--- config.mk ---
export PLATFORM = sky130hd
export DESIGN_NAME = delta_sample_channel
export DESIGN_NICKNAME = d
export VERILOG_FILES = /design/src/rtl/dsc_pkg.sv /design/src/rtl/dsc_cfg_regs.sv /design/src/rtl/dsc_bit_timer.sv /design/src/rtl/dsc_level.sv /design/src/rtl/delta_sample_channel.sv
export SDC_FILE = /design/constraint.sdc
export NUM_CORES = 1
export LEC_CHECK = 0
export BUFFER_PORTS_ARGS = -buffer_cell sky130_fd_sc_hd__buf_2
export CELL_PAD_IN_SITES_DETAIL_PLACEMENT = 1
export CELL_PAD_IN_SITES_GLOBAL_PLACEMENT = 2
export CORE_UTILIZATION = 38
export CTS_CLUSTER_SIZE = 28
export DETAILED_ROUTE_END_ITERATION = 10
export GPL_ROUTABILITY_DRIVEN = 0
export GPL_TIMING_DRIVEN = 1
export PLACE_DENSITY_LB_ADDON = 0.1
export SLEW_MARGIN = 30
export SYNTH_ARGS = -nofsm -noshare
export SYNTH_HDL_FRONTEND = slang
export SYNTH_SLANG_ARGS = --single-unit
--- constraint.sdc ---
create_clock -name clk -period 7.3 [get_ports clk]
set_input_delay 0.365 -clock clk [delete_from_list [all_inputs] [get_ports clk]]
set_output_delay 0.365 -clock clk [all_outputs]
set_load 0.1 [all_outputs]
--- src/rtl/dsc_pkg.sv ---
package dsc_pkg;

    typedef enum logic [1:0] {
        ST_IDLE,
        ST_FETCH,
        ST_PLAY
    } dsc_state_e;

    localparam int LVL_W   = 7;
    localparam int IDX_W   = 4;
    localparam int NRATES  = 1 << IDX_W;

    localparam logic [2:0] SEL_MODE   = 3'd0;
    localparam logic [2:0] SEL_LEVEL  = 3'd1;
    localparam logic [2:0] SEL_BLOCK  = 3'd2;
    localparam logic [2:0] SEL_LEN    = 3'd3;
    localparam logic [2:0] SEL_GLOBAL = 3'd4;

    function automatic logic signed [LVL_W-1:0] level_step(
        input logic signed [LVL_W-1:0] cur,
        input logic                    up
    );
        logic signed [LVL_W-1:0] r;
        if (up) begin
            r = (cur >= 7'sd62) ? 7'sd63 : cur + 7'sd2;
        end else begin
            r = (cur <= -7'sd63) ? -7'sd64 : cur - 7'sd2;
        end
        return r;
    endfunction

endpackage

--- src/rtl/dsc_cfg_regs.sv ---
module dsc_cfg_regs
    import dsc_pkg::*;
#(
    parameter int                ADDR_W    = 16,
    parameter logic [ADDR_W-1:0] BASE_ADDR = ADDR_W'(16'hC000),
    parameter int                LEN_W     = 13,
    parameter int                EN_BIT    = 4
) (
    input  logic              clk,
    input  logic              rst_n,
    input  logic              wr_en,
    input  logic [2:0]        wr_sel,
    input  logic [7:0]        wr_data,
    output logic              irq_en,
    output logic              loop_en,
    output logic [IDX_W-1:0]  rate_idx,
    output logic [ADDR_W-1:0] start_addr,
    output logic [LEN_W-1:0]  start_len,
    output logic              level_wr,
    output logic              irq_clr_mode,
    output logic              global_wr,
    output logic              global_en
);

    logic [7:0] mode_q;
    logic [7:0] block_q;
    logic [7:0] len_q;

    always_ff @(posedge clk) begin
        if (!rst_n) begin
            mode_q  <= '0;
            block_q <= '0;
            len_q   <= '0;
        end else if (wr_en) begin
            if (wr_sel == SEL_MODE)  mode_q  <= wr_data;
            if (wr_sel == SEL_BLOCK) block_q <= wr_data;
            if (wr_sel == SEL_LEN)   len_q   <= wr_data;
        end
    end

    always_comb begin
        irq_en       = mode_q[7];
        loop_en      = mode_q[6];
        rate_idx     = mode_q[IDX_W-1:0];
        start_addr   = BASE_ADDR + (ADDR_W'(block_q) << 6);
        start_len    = (LEN_W'(len_q) << 4) + LEN_W'(1);
        level_wr     = wr_en && (wr_sel == SEL_LEVEL);
        irq_clr_mode = wr_en && (wr_sel == SEL_MODE) && !wr_data[7];
        global_wr    = wr_en && (wr_sel == SEL_GLOBAL);
        global_en    = wr_data[EN_BIT];
    end

endmodule

--- src/rtl/dsc_bit_timer.sv ---
module dsc_bit_timer
    import dsc_pkg::*;
#(
    parameter int                         RATE_W     = 16,
    parameter logic [NRATES*RATE_W-1:0]   RATE_TABLE = '1
) (
    input  logic             clk,
    input  logic             rst_n,
    input  logic             load,
    input  logic             run,
    input  logic [IDX_W-1:0] rate_idx,
    output logic             tick
);

    logic [RATE_W-1:0] periods [NRATES];
    logic [RATE_W-1:0] cnt_q;
    logic [RATE_W-1:0] reload;

    for (genvar g = 0; g < NRATES; g++) begin : g_rate
        assign periods[g] = RATE_TABLE[g*RATE_W +: RATE_W];
    end

    assign reload = periods[rate_idx] - RATE_W'(1);
    assign tick   = run && (cnt_q == '0);

    always_ff @(posedge clk) begin
        if (!rst_n) begin
            cnt_q <= '0;
        end else if (load) begin
            cnt_q <= reload;
        end else if (run) begin
            cnt_q <= (cnt_q == '0) ? reload : cnt_q - RATE_W'(1);
        end
    end

endmodule

--- src/rtl/dsc_level.sv ---
module dsc_level
    import dsc_pkg::*;
(
    input  logic                    clk,
    input  logic                    rst_n,
    input  logic                    load,
    input  logic [LVL_W-1:0]        load_val,
    input  logic                    clear,
    input  logic                    step,
    input  logic                    up,
    output logic signed [LVL_W-1:0] level
);

    always_ff @(posedge clk) begin
        if (!rst_n) begin
            level <= '0;
        end else if (load) begin
            level <= $signed(load_val ^ 7'h40);
        end else if (clear) begin
            level <= '0;
        end else if (step) begin
            level <= level_step(level, up);
        end
    end

endmodule

--- src/rtl/delta_sample_channel.sv ---
module delta_sample_channel
    import dsc_pkg::*;
#(
    parameter int                       ADDR_W     = 16,
    parameter logic [ADDR_W-1:0]        BASE_ADDR  = ADDR_W'(16'hC000),
    parameter int                       EN_BIT     = 4,
    parameter int                       RATE_W     = 16,
    parameter logic [NRATES*RATE_W-1:0] RATE_TABLE = {
        16'd54,  16'd72,  16'd84,  16'd106, 16'd128, 16'd142, 16'd160, 16'd190,
        16'd214, 16'd226, 16'd254, 16'd286, 16'd320, 16'd340, 16'd380, 16'd428
    }
) (
    input  logic                    clk,
    input  logic                    rst_n,
    input  logic                    wr_en,
    input  logic [2:0]              wr_sel,
    input  logic [7:0]              wr_data,
    output logic                    mem_req,
    output logic [ADDR_W-1:0]       mem_addr,
    input  logic                    mem_ack,
    input  logic [7:0]              mem_data,
    output logic signed [LVL_W-1:0] level,
    output logic                    active,
    output logic                    irq_pending
);

    localparam int LEN_W = 8 + 4 + 1;
    localparam int BIT_W = 3;

    dsc_state_e        state_q, state_d;
    logic [ADDR_W-1:0] addr_q;
    logic [LEN_W-1:0]  remain_q;
    logic [7:0]        shreg_q;
    logic [BIT_W-1:0]  bitcnt_q;
    logic              irq_q;

    logic              irq_en, loop_en, level_wr, irq_clr_mode, global_wr, global_en;
    logic [IDX_W-1:0]  rate_idx;
    logic [ADDR_W-1:0] start_addr;
    logic [LEN_W-1:0]  start_len;
    logic              tick;

    logic start, stop, accept, bit_go, byte_done, sample_done;

    dsc_cfg_regs #(
        .ADDR_W    (ADDR_W),
        .BASE_ADDR (BASE_ADDR),
        .LEN_W     (LEN_W),
        .EN_BIT    (EN_BIT)
    ) u_regs (
        .clk          (clk),
        .rst_n        (rst_n),
        .wr_en        (wr_en),
        .wr_sel       (wr_sel),
        .wr_data      (wr_data),
        .irq_en       (irq_en),
        .loop_en      (loop_en),
        .rate_idx     (rate_idx),
        .start_addr   (start_addr),
        .start_len    (start_len),
        .level_wr     (level_wr),
        .irq_clr_mode (irq_clr_mode),
        .global_wr    (global_wr),
        .global_en    (global_en)
    );

    always_comb begin
        start       = global_wr && global_en && (state_q == ST_IDLE);
        stop        = global_wr && !global_en;
        accept      = (state_q == ST_FETCH) && mem_ack && !stop;
        bit_go      = (state_q == ST_PLAY) && tick && !stop;
        byte_done   = bit_go && (bitcnt_q == BIT_W'(7));
        sample_done = byte_done && (remain_q == '0);
    end

    dsc_bit_timer #(
        .RATE_W     (RATE_W),
        .RATE_TABLE (RATE_TABLE)
    ) u_timer (
        .clk      (clk),
        .rst_n    (rst_n),
        .load     (accept),
        .run      (state_q == ST_PLAY),
        .rate_idx (rate_idx),
        .tick     (tick)
    );

    dsc_level u_level (
        .clk      (clk),
        .rst_n    (rst_n),
        .load     (level_wr),
        .load_val (wr_data[LVL_W-1:0]),
        .clear    (start || sample_done),
        .step     (bit_go),
        .up       (shreg_q[0]),
        .level    (level)
    );

    // state register
    always_ff @(posedge clk) begin
        if (!rst_n) state_q <= ST_IDLE;
        else        state_q <= state_d;
    end

    // transitions: start, accept, refill, wrap, finish, stop
    always_comb begin
        state_d = state_q;
        unique case (state_q)
            ST_IDLE: begin
                if (start) state_d = ST_FETCH;
            end
            ST_FETCH: begin
                if (stop)        state_d = ST_IDLE;
                else if (accept) state_d = ST_PLAY;
            end
            ST_PLAY: begin
                if (stop)                       state_d = ST_IDLE;
                else if (sample_done && loop_en) state_d = ST_FETCH;
                else if (sample_done)           state_d = ST_IDLE;
                else if (byte_done)             state_d = ST_FETCH;
            end
            default: state_d = ST_IDLE;
        endcase
    end

    // outputs
    always_comb begin
        mem_req     = (state_q == ST_FETCH);
        mem_addr    = addr_q;
        active      = (state_q != ST_IDLE);
        irq_pending = irq_q;
    end

    // datapath
    always_ff @(posedge clk) begin
        if (!rst_n) begin
            addr_q   <= '0;
            remain_q <= '0;
            shreg_q  <= '0;
            bitcnt_q <= '0;
        end else if (start) begin
            addr_q   <= start_addr;
            remain_q <= start_len;
        end else if (accept) begin
            shreg_q  <= mem_data;
            addr_q   <= addr_q + ADDR_W'(1);
            remain_q <= remain_q - LEN_W'(1);
            bitcnt_q <= '0;
        end else if (bit_go) begin
            shreg_q  <= shreg_q >> 1;
            bitcnt_q <= bitcnt_q + BIT_W'(1);
            if (sample_done && loop_en) begin
                addr_q   <= start_addr;
                remain_q <= start_len;
            end
        end
    end

    always_ff @(posedge clk) begin
        if (!rst_n) begin
            irq_q <= 1'b0;
        end else if (global_wr || irq_clr_mode) begin
            irq_q <= 1'b0;
        end else if (sample_done && !loop_en && irq_en) begin
            irq_q <= 1'b1;
        end
    end

endmodule

==> metrics <==
Pwr Total=1.18 mW; initial antenna violation count=0; leading cell type in the layout, fill and taps excluded=dfxtp_1; Setup violations, final=0; Core ar.=0.0138 sq mm; htree depth=3; 1st-pass router iterations=4; reg-to-reg slack, setup=4.29 ns; Fin Setup TNS=0 ns; endpoints failing hold=0; vias after detailed routing=5280; leak pwr=2.23 nW; Worst Path Required=7.54 ns; crit path setup slack, layout=4.29 ns; synthesized cell area=0.00535 sq mm; Antenna Nets Post-Route=0; post-cts sizing count=0; FF+latch count, synth=88; Syn Inst Count=681; chip width=121 um; Die Ht=121 um; root buffer cell=clkbuf_16; Max Fclk=0.333 GHz; most frequent cells in the layout=dfxtp_1 (88), nor2_1 (66), nand2_1 (61), buf_2 (48); Skew-Pair Late Insertion Delay=0.35 ns; grt ovf=0; Syn. warnings=0; crit share post-route=0.412; Ports=49; top_reg_cell synth=dfxtp_1; Post-synth EDFFs=0; placed cell count=872; share of layout cells above drive strength 1=0.124; drt wl/cell=19.5 um; hold path startpoint=mem_data[4]; pin count of the biggest net entering global routing=62; r2r endpoint=mem_addr[12]; hold depth=3; RSZ-0062 raised after global routing=false; Via density=5.94; area grow syn2layout=12.3%; Detailed Route WL=17300 um; vias in the first global route=5413; global-route wire length before repair=28300 um; hold bufs inserted after CTS=0; Critical Path AT=3.25 ns; Mapped Avg Cell Area=7.86 sq um; number of port buffers=48; status=complete, no violations; # DRC=0; R2R depth=5; CP Class=reg2reg; post-layout min period=3.01 ns; Die ar.=0.0146 sq mm; Hold EP=shreg_q[4]; Finished Layout Cells=889; total CTS buffers=9; post-CTS setup buffers=0; async set-reset flop share out of synthesis=0; PD cells=197 mW/mm^2; max_cap viols=0; worst rel slew slack=0.339; crit end category=flop; Initial DRC Count=233; FF-to-FF Start=remain_q[8]; final net count=744; CTS Buffer Depth=2; clk slew on worst S/H paths=0.07 ns; worst vdd ir=0.116 mV; Initial Util=0.387; row count=43; CTS tree=done; CP Max Fanout=9; Max Slew Vio Count=0; clk sinks=88; DP Wirelength=12300 um; sequential fraction of the synthesis area=0.329; Worst Setup Start Kind=flop; worst hold path class=in2reg; Syn Nets=722; synth unique cells=69; clk_skew=0.00710 ns; Least-Margin Pin Slew=0.983 ns; Total GRT Usage=0.249; Place WS=4.32 ns; Layout fillers=1720
stage by stage:
step / hold slack (ns) / area [sq um] / util
2_1_floorplan: 0.432 / 5350 / -
3_3_place_gp: 0.445 / 5710 / 0.413
3_5_place_dp: 0.455 / 5710 / 0.413
4_1_cts: 0.297 / 6010 / 0.435
5_1_grt: 0.314 / 6010 / 0.435
6_report: 0.306 / 6010 / 0.435
cell families after synthesis:
group / count (synthesis) / share of synthesized area
flip-flops: 88 / 0.329
adder cells (fa/ha/maj): 18 / 0.0421
AND/OR/NAND/NOR: 265 / 0.255
XOR/XNOR: 16 / 0.0262
AO/OA/AOI/OAI: 199 / 0.247
multiplexers: 25 / 0.0491
buffers and inverters: 70 / 0.0521
state kept, by name, indices dropped and copies added, names as in the netlist:
| register | count |
|---|---|
| irq_pending | 1 |
| bitcnt_q | 3 |
| remain_q | 13 |
| u_timer.cnt_q | 16 |
| u_regs.mode_q | 6 |
| mem_addr | 16 |
| shreg_q | 8 |
| u_regs.block_q | 8 |
| state_q | 2 |
| u_level.level | 7 |
| u_regs.len_q | 8 |
routing by layer:
layer	global-route usage	vias to the layer above	part of all wire
li1	-	2574	-
met1	0.317	2579	0.45
met2	0.421	96	0.49
met3	0.0302	31	0.033
met4	0.113	0	0.026
met5	0	-	0
worst max-delay path by stage:
stage / start / endpoint / slack [ns] / depth (start not counted)
2_1_floorplan: u_level.level[1] / u_level.level[0] / 4.67 / 8
3_3_place_gp: remain_q[8] / mem_addr[3] / 4.38 / 5
3_5_place_dp: remain_q[8] / mem_addr[12] / 4.32 / 5
4_1_cts: remain_q[8] / mem_addr[3] / 4.29 / 5
5_1_grt: u_timer.cnt_q[0] / mem_addr[13] / 4.03 / 7
6_report: remain_q[8] / mem_addr[12] / 4.29 / 5
area by class of cell:
class / count / area, sq um / share of cell area
antenna: 1 / 2.50 / 0.000416
clock buffer: 13 / 260 / 0.0433
clock inverter: 3 / 40.0 / 0.00666
inverter: 27 / 104 / 0.0173
multi-input combinational: 523 / 3330 / 0.554
sequential: 88 / 1760 / 0.293
tap: 180 / 225 / 0.0375
timing repair buffer: 54 / 285 / 0.0475
report_power, final:
group | total, mW | leakage (nW) | switching [mW] | internal, mW
Combinational | 0.197 | 1.37 | 0.136 | 0.0609
Sequential | 0.511 | 0.712 | 0.0188 | 0.492
Clock | 0.475 | 0.150 | 0.192 | 0.283
critical path: stages (launching register included):
cell and delay, ns:
dfxtp_1 0.37, or4_1 0.60, or4_4 0.45, nor4_2 0.85, nor2_2 0.26, o221a_2 0.36
synth_stat cells (all sizes together) (9+ instances only):
master / instances / share of area
nor3: 25 / 0.023
xor2: 9 / 0.015
mux2i: 24 / 0.045
or4: 10 / 0.015
nand2: 61 / 0.043
dfxtp: 88 / 0.33
nor2: 67 / 0.047
clkbuf: 37 / 0.026
nand4: 13 / 0.015
nor4: 14 / 0.019
nand3: 18 / 0.017
o211ai: 10 / 0.014
ha: 18 / 0.042
inv: 27 / 0.019
a31oi: 20 / 0.023
a211oi: 19 / 0.027
o21ai: 42 / 0.039
a21oi: 43 / 0.040
Power figures use the tool's default switching activity.
